<file path="config.mk">
export PLATFORM = sky130hd
export DESIGN_NAME = bus_handover_ctrl
export DESIGN_NICKNAME = d
export VERILOG_FILES = /design/src/rtl/bho_pkg.sv /design/src/rtl/bho_fsm.sv /design/src/rtl/bho_tag_store.sv /design/src/rtl/bus_handover_ctrl.sv
export SDC_FILE = /design/constraint.sdc
export NUM_CORES = 1
export LEC_CHECK = 0
export CAP_MARGIN = 10
export CELL_PAD_IN_SITES_DETAIL_PLACEMENT = 0
export CELL_PAD_IN_SITES_GLOBAL_PLACEMENT = 1
export CORE_MARGIN = 5
export CORE_UTILIZATION = 51
export CTS_BUF_LIST = sky130_fd_sc_hd__clkbuf_8
export DETAILED_ROUTE_END_ITERATION = 8
export GPL_TIMING_DRIVEN = 0
export HOLD_SLACK_MARGIN = 0.15
export PLACE_DENSITY_LB_ADDON = 0.1
export REMOVE_ABC_BUFFERS = 1
export SKIP_LAST_GASP = 1
export SYNTH_ARGS = -nofsm -noshare
export SYNTH_HDL_FRONTEND = slang
export SYNTH_HIERARCHICAL = 1
export SYNTH_SLANG_ARGS = --single-unit
</file>
<file path="constraint.sdc">
create_clock -name clk -period 4.7 [get_ports clk]
set_clock_uncertainty 0.1 [all_clocks]
set_input_delay 0.705 -clock clk [delete_from_list [all_inputs] [get_ports clk]]
set_output_delay 0.705 -clock clk [all_outputs]
set_load 0.05 [all_outputs]
</file>
<file path="src/rtl/bho_pkg.sv">
package bho_pkg;
  typedef enum logic [1:0] {
    ST_OWNED    = 2'd0,
    ST_WAIT_END = 2'd1,
    ST_RELEASED = 2'd2,
    ST_RECLAIM  = 2'd3
  } bus_state_t;
endpackage

</file>
<file path="src/rtl/bho_fsm.sv">
module bho_fsm
  import bho_pkg::*;
(
  input  logic       clk,
  input  logic       rst,
  input  logic       req_i,
  input  logic       cyc_done_i,
  output bus_state_t state_o,
  output logic       ack_o,
  output logic       oe_o,
  output logic       hold_o
);
  bus_state_t st_q, st_d;

  always_comb begin
    st_d = st_q;
    unique case (st_q)
      ST_OWNED:    if (req_i) st_d = cyc_done_i ? ST_RELEASED : ST_WAIT_END;
      ST_WAIT_END: if (!req_i) st_d = ST_OWNED;
                   else if (cyc_done_i) st_d = ST_RELEASED;
      ST_RELEASED: if (!req_i) st_d = ST_RECLAIM;
      ST_RECLAIM:  st_d = ST_OWNED;
      default:     st_d = ST_OWNED;
    endcase
  end

  always_ff @(posedge clk) begin
    if (rst) st_q <= ST_OWNED;
    else     st_q <= st_d;
  end

  assign state_o = st_q;
  assign ack_o   = (st_q == ST_RELEASED);
  assign oe_o    = (st_q != ST_RELEASED);
  assign hold_o  = (st_q == ST_RELEASED);
endmodule

</file>
<file path="src/rtl/bho_tag_store.sv">
module bho_tag_store #(
  parameter int AW    = 16,
  parameter int DW    = 8,
  parameter int LINES = 8,
  localparam int IW   = $clog2(LINES),
  localparam int TW   = AW - IW
) (
  input  logic          clk,
  input  logic          rst,
  input  logic          snp_en_i,
  input  logic [AW-1:0] snp_addr_i,
  input  logic [DW-1:0] snp_data_i,
  input  logic          snp_upd_i,
  input  logic          fill_en_i,
  input  logic [AW-1:0] fill_addr_i,
  input  logic [DW-1:0] fill_data_i,
  input  logic [AW-1:0] lk_addr_i,
  output logic          lk_hit_o,
  output logic [DW-1:0] lk_data_o,
  output logic          evt_valid_o,
  output logic [IW-1:0] evt_line_o,
  output logic          evt_upd_o
);
  logic [LINES-1:0] vld_q;
  logic [TW-1:0]    tag_q [LINES];
  logic [DW-1:0]    dat_q [LINES];

  logic [IW-1:0] snp_idx, fill_idx, lk_idx;
  logic [TW-1:0] snp_tag, fill_tag, lk_tag;
  logic          snp_hit;

  assign snp_idx  = snp_addr_i[IW-1:0];
  assign snp_tag  = snp_addr_i[AW-1:IW];
  assign fill_idx = fill_addr_i[IW-1:0];
  assign fill_tag = fill_addr_i[AW-1:IW];
  assign lk_idx   = lk_addr_i[IW-1:0];
  assign lk_tag   = lk_addr_i[AW-1:IW];

  assign snp_hit   = snp_en_i && vld_q[snp_idx] && (tag_q[snp_idx] == snp_tag);
  assign lk_hit_o  = vld_q[lk_idx] && (tag_q[lk_idx] == lk_tag);
  assign lk_data_o = dat_q[lk_idx];

  for (genvar g = 0; g < LINES; g++) begin : g_line
    logic snp_sel, fill_sel;
    assign snp_sel  = snp_hit && (snp_idx == IW'(g));
    assign fill_sel = fill_en_i && (fill_idx == IW'(g));

    always_ff @(posedge clk) begin
      if (rst) begin
        vld_q[g] <= 1'b0;
      end else if (snp_sel) begin
        vld_q[g] <= snp_upd_i;
      end else if (fill_sel) begin
        vld_q[g] <= 1'b1;
      end
    end

    always_ff @(posedge clk) begin
      if (snp_sel && snp_upd_i) begin
        dat_q[g] <= snp_data_i;
      end else if (fill_sel) begin
        dat_q[g] <= fill_data_i;
        tag_q[g] <= fill_tag;
      end
    end
  end

  always_ff @(posedge clk) begin
    if (rst) begin
      evt_valid_o <= 1'b0;
      evt_line_o  <= '0;
      evt_upd_o   <= 1'b0;
    end else begin
      evt_valid_o <= snp_hit;
      evt_line_o  <= snp_idx;
      evt_upd_o   <= snp_upd_i;
    end
  end
endmodule

</file>
<file path="src/rtl/bus_handover_ctrl.sv">
module bus_handover_ctrl
  import bho_pkg::*;
#(
  parameter int AW    = 16,
  parameter int DW    = 8,
  parameter int LINES = 8,
  localparam int IW   = $clog2(LINES)
) (
  input  logic          clk,
  input  logic          rst,
  input  logic          dma_req_i,
  input  logic          cyc_done_i,
  output logic          dma_ack_o,
  output logic          addr_oe_o,
  output logic          data_oe_o,
  output logic          ctrl_oe_o,
  output logic          cpu_hold_o,
  input  logic          snoop_wr_i,
  input  logic [AW-1:0] snoop_addr_i,
  input  logic [DW-1:0] snoop_data_i,
  input  logic          policy_upd_i,
  input  logic          fill_valid_i,
  input  logic [AW-1:0] fill_addr_i,
  input  logic [DW-1:0] fill_data_i,
  input  logic [AW-1:0] lk_addr_i,
  output logic          lk_hit_o,
  output logic [DW-1:0] lk_data_o,
  output logic          evt_valid_o,
  output logic [IW-1:0] evt_line_o,
  output logic          evt_upd_o
);
  bus_state_t state;
  logic       oe, released;

  bho_fsm i_fsm (
    .clk        (clk),
    .rst        (rst),
    .req_i      (dma_req_i),
    .cyc_done_i (cyc_done_i),
    .state_o    (state),
    .ack_o      (dma_ack_o),
    .oe_o       (oe),
    .hold_o     (cpu_hold_o)
  );

  assign released  = (state == ST_RELEASED);
  assign addr_oe_o = oe;
  assign data_oe_o = oe;
  assign ctrl_oe_o = oe;

  bho_tag_store #(.AW(AW), .DW(DW), .LINES(LINES)) i_tags (
    .clk         (clk),
    .rst         (rst),
    .snp_en_i    (released && snoop_wr_i),
    .snp_addr_i  (snoop_addr_i),
    .snp_data_i  (snoop_data_i),
    .snp_upd_i   (policy_upd_i),
    .fill_en_i   (fill_valid_i && !released),
    .fill_addr_i (fill_addr_i),
    .fill_data_i (fill_data_i),
    .lk_addr_i   (lk_addr_i),
    .lk_hit_o    (lk_hit_o),
    .lk_data_o   (lk_data_o),
    .evt_valid_o (evt_valid_o),
    .evt_line_o  (evt_line_o),
    .evt_upd_o   (evt_upd_o)
  );
endmodule

</file>
======== Yosys cells after proc, flatten, opt, wreduce, memory -nomap -nowiden ========
Memory sizes are Yosys's and may differ from the RTL's.
Cells that the tools add are included.
word-level totals
  word-level logic and storage cells ...... 219
  output and inout bits ................... 19
  RAM bits ................................ 168
  input bits .............................. 71
  memories kept ........................... 2
  register bits ........................... 15
cells by class
  reduce and logical (&&, ||, !) cells .... 56
  order comparisons ....................... 2
  bitwise operators ....................... 8
  multiplexer cells ....................... 116
  eq/ne operators ......................... 23
memory list
  name          depth  bits a word  read ports  clocked after Yosys merged registers in  wr ports  line                 text
  i_tags.tag_q  8      13           2           0                                        1         bho_tag_store.sv:25  logic [TW-1:0] tag_q [LINES];
  i_tags.dat_q  8      8            1           0                                        1         bho_tag_store.sv:26  logic [DW-1:0] dat_q [LINES];
operator list
  kind                  count
  $mux W8               15
  $mux W13              7
  $reduce_or A13 Y1     7
  $mux W1               72
  $reduce_or A8 Y1      7
  $mux W3               14
  $logic_and A1 B1 Y1   29
  $eq A13 B13 Y1        2
  $eq A3 B3 Y1 const B  8
  $reduce_bool A2 Y1    8
  $eq A3 B2 Y1 const B  4
  $mux W2               5
  $lt A3 B4 Y1 const B  2
  $or A1 B1 Y1          8
  $pmux W2 S4           1
  $bmux W1 S3           2
  $eq A3 B1 Y1 const B  2
  $logic_not A3 Y1      2
  $ne A2 B2 Y1 const B  3
  $eq A2 B2 Y1 const B  2
  $ne A3 B3 Y1 const B  1
  $reduce_and A3 Y1     1
  $eq A2 B1 Y1 const B  1
  $logic_not A2 Y1      1
  $logic_not A1 Y1      1

======== Longest topological paths before layout ========
  depth in word-level cells ............... 17
  depth in mapped cells ................... 14
  depth with buffers taken out ............ 8

======== Modules after synthesis ========
Netlist, hierarchy kept.
by module, submodules not included
  module             cells each  seq. area each (um^2)  area each (um^2)  times used
  bho_tag_store      575         5305.1                 9360.2            1
  bho_fsm            9           40.0                   88.8              1
  bus_handover_ctrl  5           0.0                    32.5              1

======== Least setup slack after synthesis ========
OpenSTA, ideal clock, no wires.
  path kind ............................... input to output
  start ................................... input port lk_addr_i[0]
  end ..................................... output port lk_hit_o
  required time ........................... 3.895 ns
  slack ................................... -0.245 ns
  stages on the path ...................... 7
  path buffers ............................ 2
  arrival time ............................ 4.140 ns
  cell sequence ........................... clkbuf_1 buf_1 mux4_2 mux2i_1 xor2_1 nand4_1 nor4_1
between the ends
  cells in the longest elaborated chain, start to end .. 3
  elaborated cells on any way between the ends .. 5
  classes of those cells .................. eq/ne: 1; mux: 2; reduce/logical: 1; memory: 1
ends and longest elaborated chain
  what                                                  line                     text
  from (decl)                                           bus_handover_ctrl.sv:25  input logic [AW-1:0] lk_addr_i,
  $mem_v2 Z8 W13 / $bmux W1 S3 (equally long branches)  --
  $eq A13 B13 Y1 / $mux W1 (equally long branches)      bho_tag_store.sv:40      assign lk_hit_o = vld_q[lk_idx] && (tag_q[lk_idx] == lk_tag);
  $logic_and A1 B1 Y1 (*)                               bho_tag_store.sv:40
  to (decl)                                             bus_handover_ctrl.sv:26  output logic lk_hit_o,
Mark *: on every way between the ends. The rest lies on a longest branch, timed or not. The select of a mux whose other input is x is not followed.

======== Worst setup path after layout ========
  start ................................... input port snoop_addr_i[0]
  end ..................................... memory i_tags/tag_q[5][4] in the netlist's numbering, enable pin
between the ends
  cells in the longest elaborated chain, start to end .. 16
  elaborated cells on any way between the ends .. 67
  classes of those cells .................. eq/ne: 8; mux: 32; reduce/logical: 26; memory: 1
ends and longest elaborated chain
  what                                                     line                     text
  from (decl)                                              bus_handover_ctrl.sv:19  input logic [AW-1:0] snoop_addr_i,
  branches (longest 16 deep; another with $mem_v2 Z8 W13)  --
  to (decl)                                                bho_tag_store.sv:25
Several ways; the timed one is not identified. The select of a mux whose other input is x is not followed.

==> reports/qor.yml <==
clocking:
  htreeDepth: 4
  clk_latency_ns: 0.46
  cts_tree: "built"
  clock_sinks: 183
  cts_made_buffers: 17
  holdBufCountCts: 0
  clockBufferDepth: 2
  path_clk_slew_ns: 0.09
  root_buffer: "clkbuf_8"
grt:
  grt_pass1_vias: 6116
  grt_use_total_pct: 22.14
  grt_max_degree: 49
  grt.overflow.total: 0
  grt_pass1_wl_mm: 35.60
  antenna_found_initial: 0
final_layout:
  final_util_pct: 61.62
  area_growth_syn_to_layout_pct: 17.95
  drive_gt1_share_pct: 26.46
  nNetsFinal: 761
  diodes: 0
  fin_cells: 932
  nFillCells: 1372
power_and_ir_drop:
  p_per_area_nw_per_um2: 300.4
  finalPower_mw: 3.359
  ir_worst_vdd_uv: 166.1
  p_leak_nw: 3.825
routing:
  wl_per_cell_um: 25.08
  routed_via_density: 6.132
  antenna_left: 0
  drc_errors: 0
  dr.pass1.iters: 7
  totalWireLength_mm: 23.38
  num_vias: 5715
  drt_iter0_markers: 513
timing:
  hold_viol: 0
  rsz0062_at_grt: "false"
  setup_ws_ns: 0.1847
  worstMarginPinSlew_ns: 0.8004
  tns_ns: 0
  fin_crit_sh_pct: 96.07
  slew-limit-headroom_pct: 46.64
  slew_violations: 0
  final-setup-viol-count: 0
  fmax_mhz: 221.5
  min_period_ns: 4.515
die:
  core-area_sq_um: 18150
  dieHeight_um: 146.4
  num_rows: 49
  io_pins: 90
  die_area_sq_um: 21420
  initial_core_util_pct: 52.25
  chipWidth_um: 146.4
synthesis:
  synth_warnings: 6
  synth.yosys.seq_area_share_pct: 56.37
  synth-edff-count: 168
  async_reset_ff_share_pct: 0
  synth_compound_area_share_pct: 5.622
  synth_top_family_by_area: "multiplexers"
  ys_types: 52
  synth_top_cell_by_area: "edfxtp_1"
  syn_inst: 589
  synth_fa_ha_area_share_pct: 0
  ys.flop_type: "edfxtp_1"
  yosys_register_bits: 183
  synthMuxAreaShare_pct: 26.97
  synth_top_area_share_pct: 53.21
  synth_area_sq_um: 9482
  yosys-top-cells-area: "edfxtp_1, mux4_2, mux2i_1, mux2_2, mux2_1"
  synth_area_per_cell_sq_um: 16.10
  synth-xor-area-share_pct: 2.494
  synthSimpleGateAreaFrac_pct: 5.252
placed_design:
  post-place-ws_ns: -1.652
  port_buffers: 89
  post-dp-hpwl_mm: 15.31
  gp_congestion: 0.8197
  place_inst: 876
setup_path:
  cpMaxStageDelayCell: "o31ai_4"
  crit_family: "compound AO/OA/AOI/OAI gates"
  worstPathArrival_ns: 4.62
  critical_path_required_ns: 4.80
  path_max_fanout: 19
  start_kind: "input pin"
  cp-end-kind: "register"
  cp_cell_sequence: "clkdlybuf4s15_2, and2b_2, a22o_1, a221oi_1, xnor2_1, nand4_1, or3_1, o31ai_4, clkinvlp_4, buf_4"
  critPathKind: "in -> reg"
  timing.critical_path.buf_inv: 3
  cpPeakStageDelay_ns: 0.77
run_status:
  status: "finished clean"
worst_hold_path:
  min_path_type: "reg -> reg"
run:
  cap_violations: 0
[final cells by class]
class	count	area [sq um]	share of cell area, %
Timing Repair Buffer	121	1232	11.02
Clock inverter	15	160.2	1.432
Inverter	14	71.32	0.6377
Sequential cell	183	5345	47.80
Tap cell	229	286.5	2.562
Multi-Input combinational cell	353	3854	34.46
Clock buffer	17	234.0	2.092
[state kept, by name, indices dropped and copies added (netlist names)]
| register | count |
|---|---|
| i_fsm/state_o | 2 |
| i_tags/dat_q | 64 |
| i_tags/evt_line_o | 3 |
| i_tags/evt_upd_o | 1 |
| i_tags/evt_valid_o | 1 |
| i_tags/tag_q | 104 |
| i_tags/vld_q | 8 |
[cell families (layout without fill, tap and decap cells)]
kind of cell	count (synthesis)	in the layout
buffers and inverters	53	167
muxes	188	188
and+or+nand+nor	85	85
AOI/OAI and AO/OA	53	53
xor gates and xnor gates	27	27
DFF	183	183
[worst paths after layout]
check                                      end  cells after the start  slack, ns                    startpoint
setup / recovery  i_tags/tag_q[5][4]$_DFFE_PP_                     10       0.18               snoop_addr_i[0]
hold / removal    i_tags/vld_q[2]$_SDFFE_PP0P_                      2       0.47  i_tags/vld_q[2]$_SDFFE_PP0P_
setup reg to reg  i_tags/tag_q[5][4]$_DFFE_PP_                      9       1.07  i_tags/tag_q[3][9]$_DFFE_PP_
hold reg to reg   i_tags/vld_q[2]$_SDFFE_PP0P_                      2       0.47  i_tags/vld_q[2]$_SDFFE_PP0P_
[repair_timing]
action                     4_1_cts  5_1_grt
resized for setup               14        1
cloned                           0        0
setup endpoints to repair      234      123
buffers inserted                 7       17
pin swaps                        1        6
[synth_stat cells, types with 9 or more instances]
master	count
clkbuf_1	13
dfxtp_1	15
edfxtp_1	168
inv_1	13
mux2_1	37
mux2_2	39
mux2i_1	65
mux4_2	46
nand2_1	10
nor2_1	10
nor4_1	9
xnor2_1	10
xor2_1	17
[per-stage QoR]
stage	instance area (sq um)	hold WS [ns]
floorplan	9223	0.4231
global placement	10400	0.4450
detailed placement	10520	0.4577
CTS	10990	0.4735
global route	11180	0.5091
finish	11180	0.4719
[layer usage]
layer	vias to the layer above	track usage (%)	share of wire [%]
li1	2582	-	-
met5	-	0	0
met1	2927	30.67	44
met4	0	6.397	1.3
met3	25	4.059	5.3
met2	181	36.12	50
[power by group]
part	switching, mW	internal [mW]
clock network	0.612	0.443
registers	0.0124	1.81
logic	0.257	0.221
[layout by cell type, fill, tap and decap left out, types with 5 or more instances in the layout]
cell,instances
edfxtp_1,168
clkdlybuf4s50_1,82
mux2i_1,65
mux4_2,46
mux2_2,39
mux2_1,37
buf_4,25
clkbuf_8,17
xor2_1,17
dfxtp_1,15
nand2_1,10
nor2_1,10
xnor2_1,10
inv_1,9
nor4_1,9
a221oi_1,8
o31ai_4,8
o21bai_1,8
a22oi_1,7
nor3_1,7
buf_12,7
clkinvlp_4,6
nand3b_1,6
a22o_1,6
nand2b_1,6
nand4_1,6
or2_2,6
nand3_1,5
nor2b_1,5
[worst reg2reg max path, cell delays in order (launching register included)]
cell        delay [ns]
edfxtp_1          0.36
mux2i_1           0.08
a22o_1            0.25
a221oi_1          0.42
xnor2_1           0.21
nand4_1           0.10
or3_1             0.65
o31ai_4           0.78
clkinvlp_4        0.19
buf_4             0.25
No activity file was read; power rests on OpenSTA's default activity.
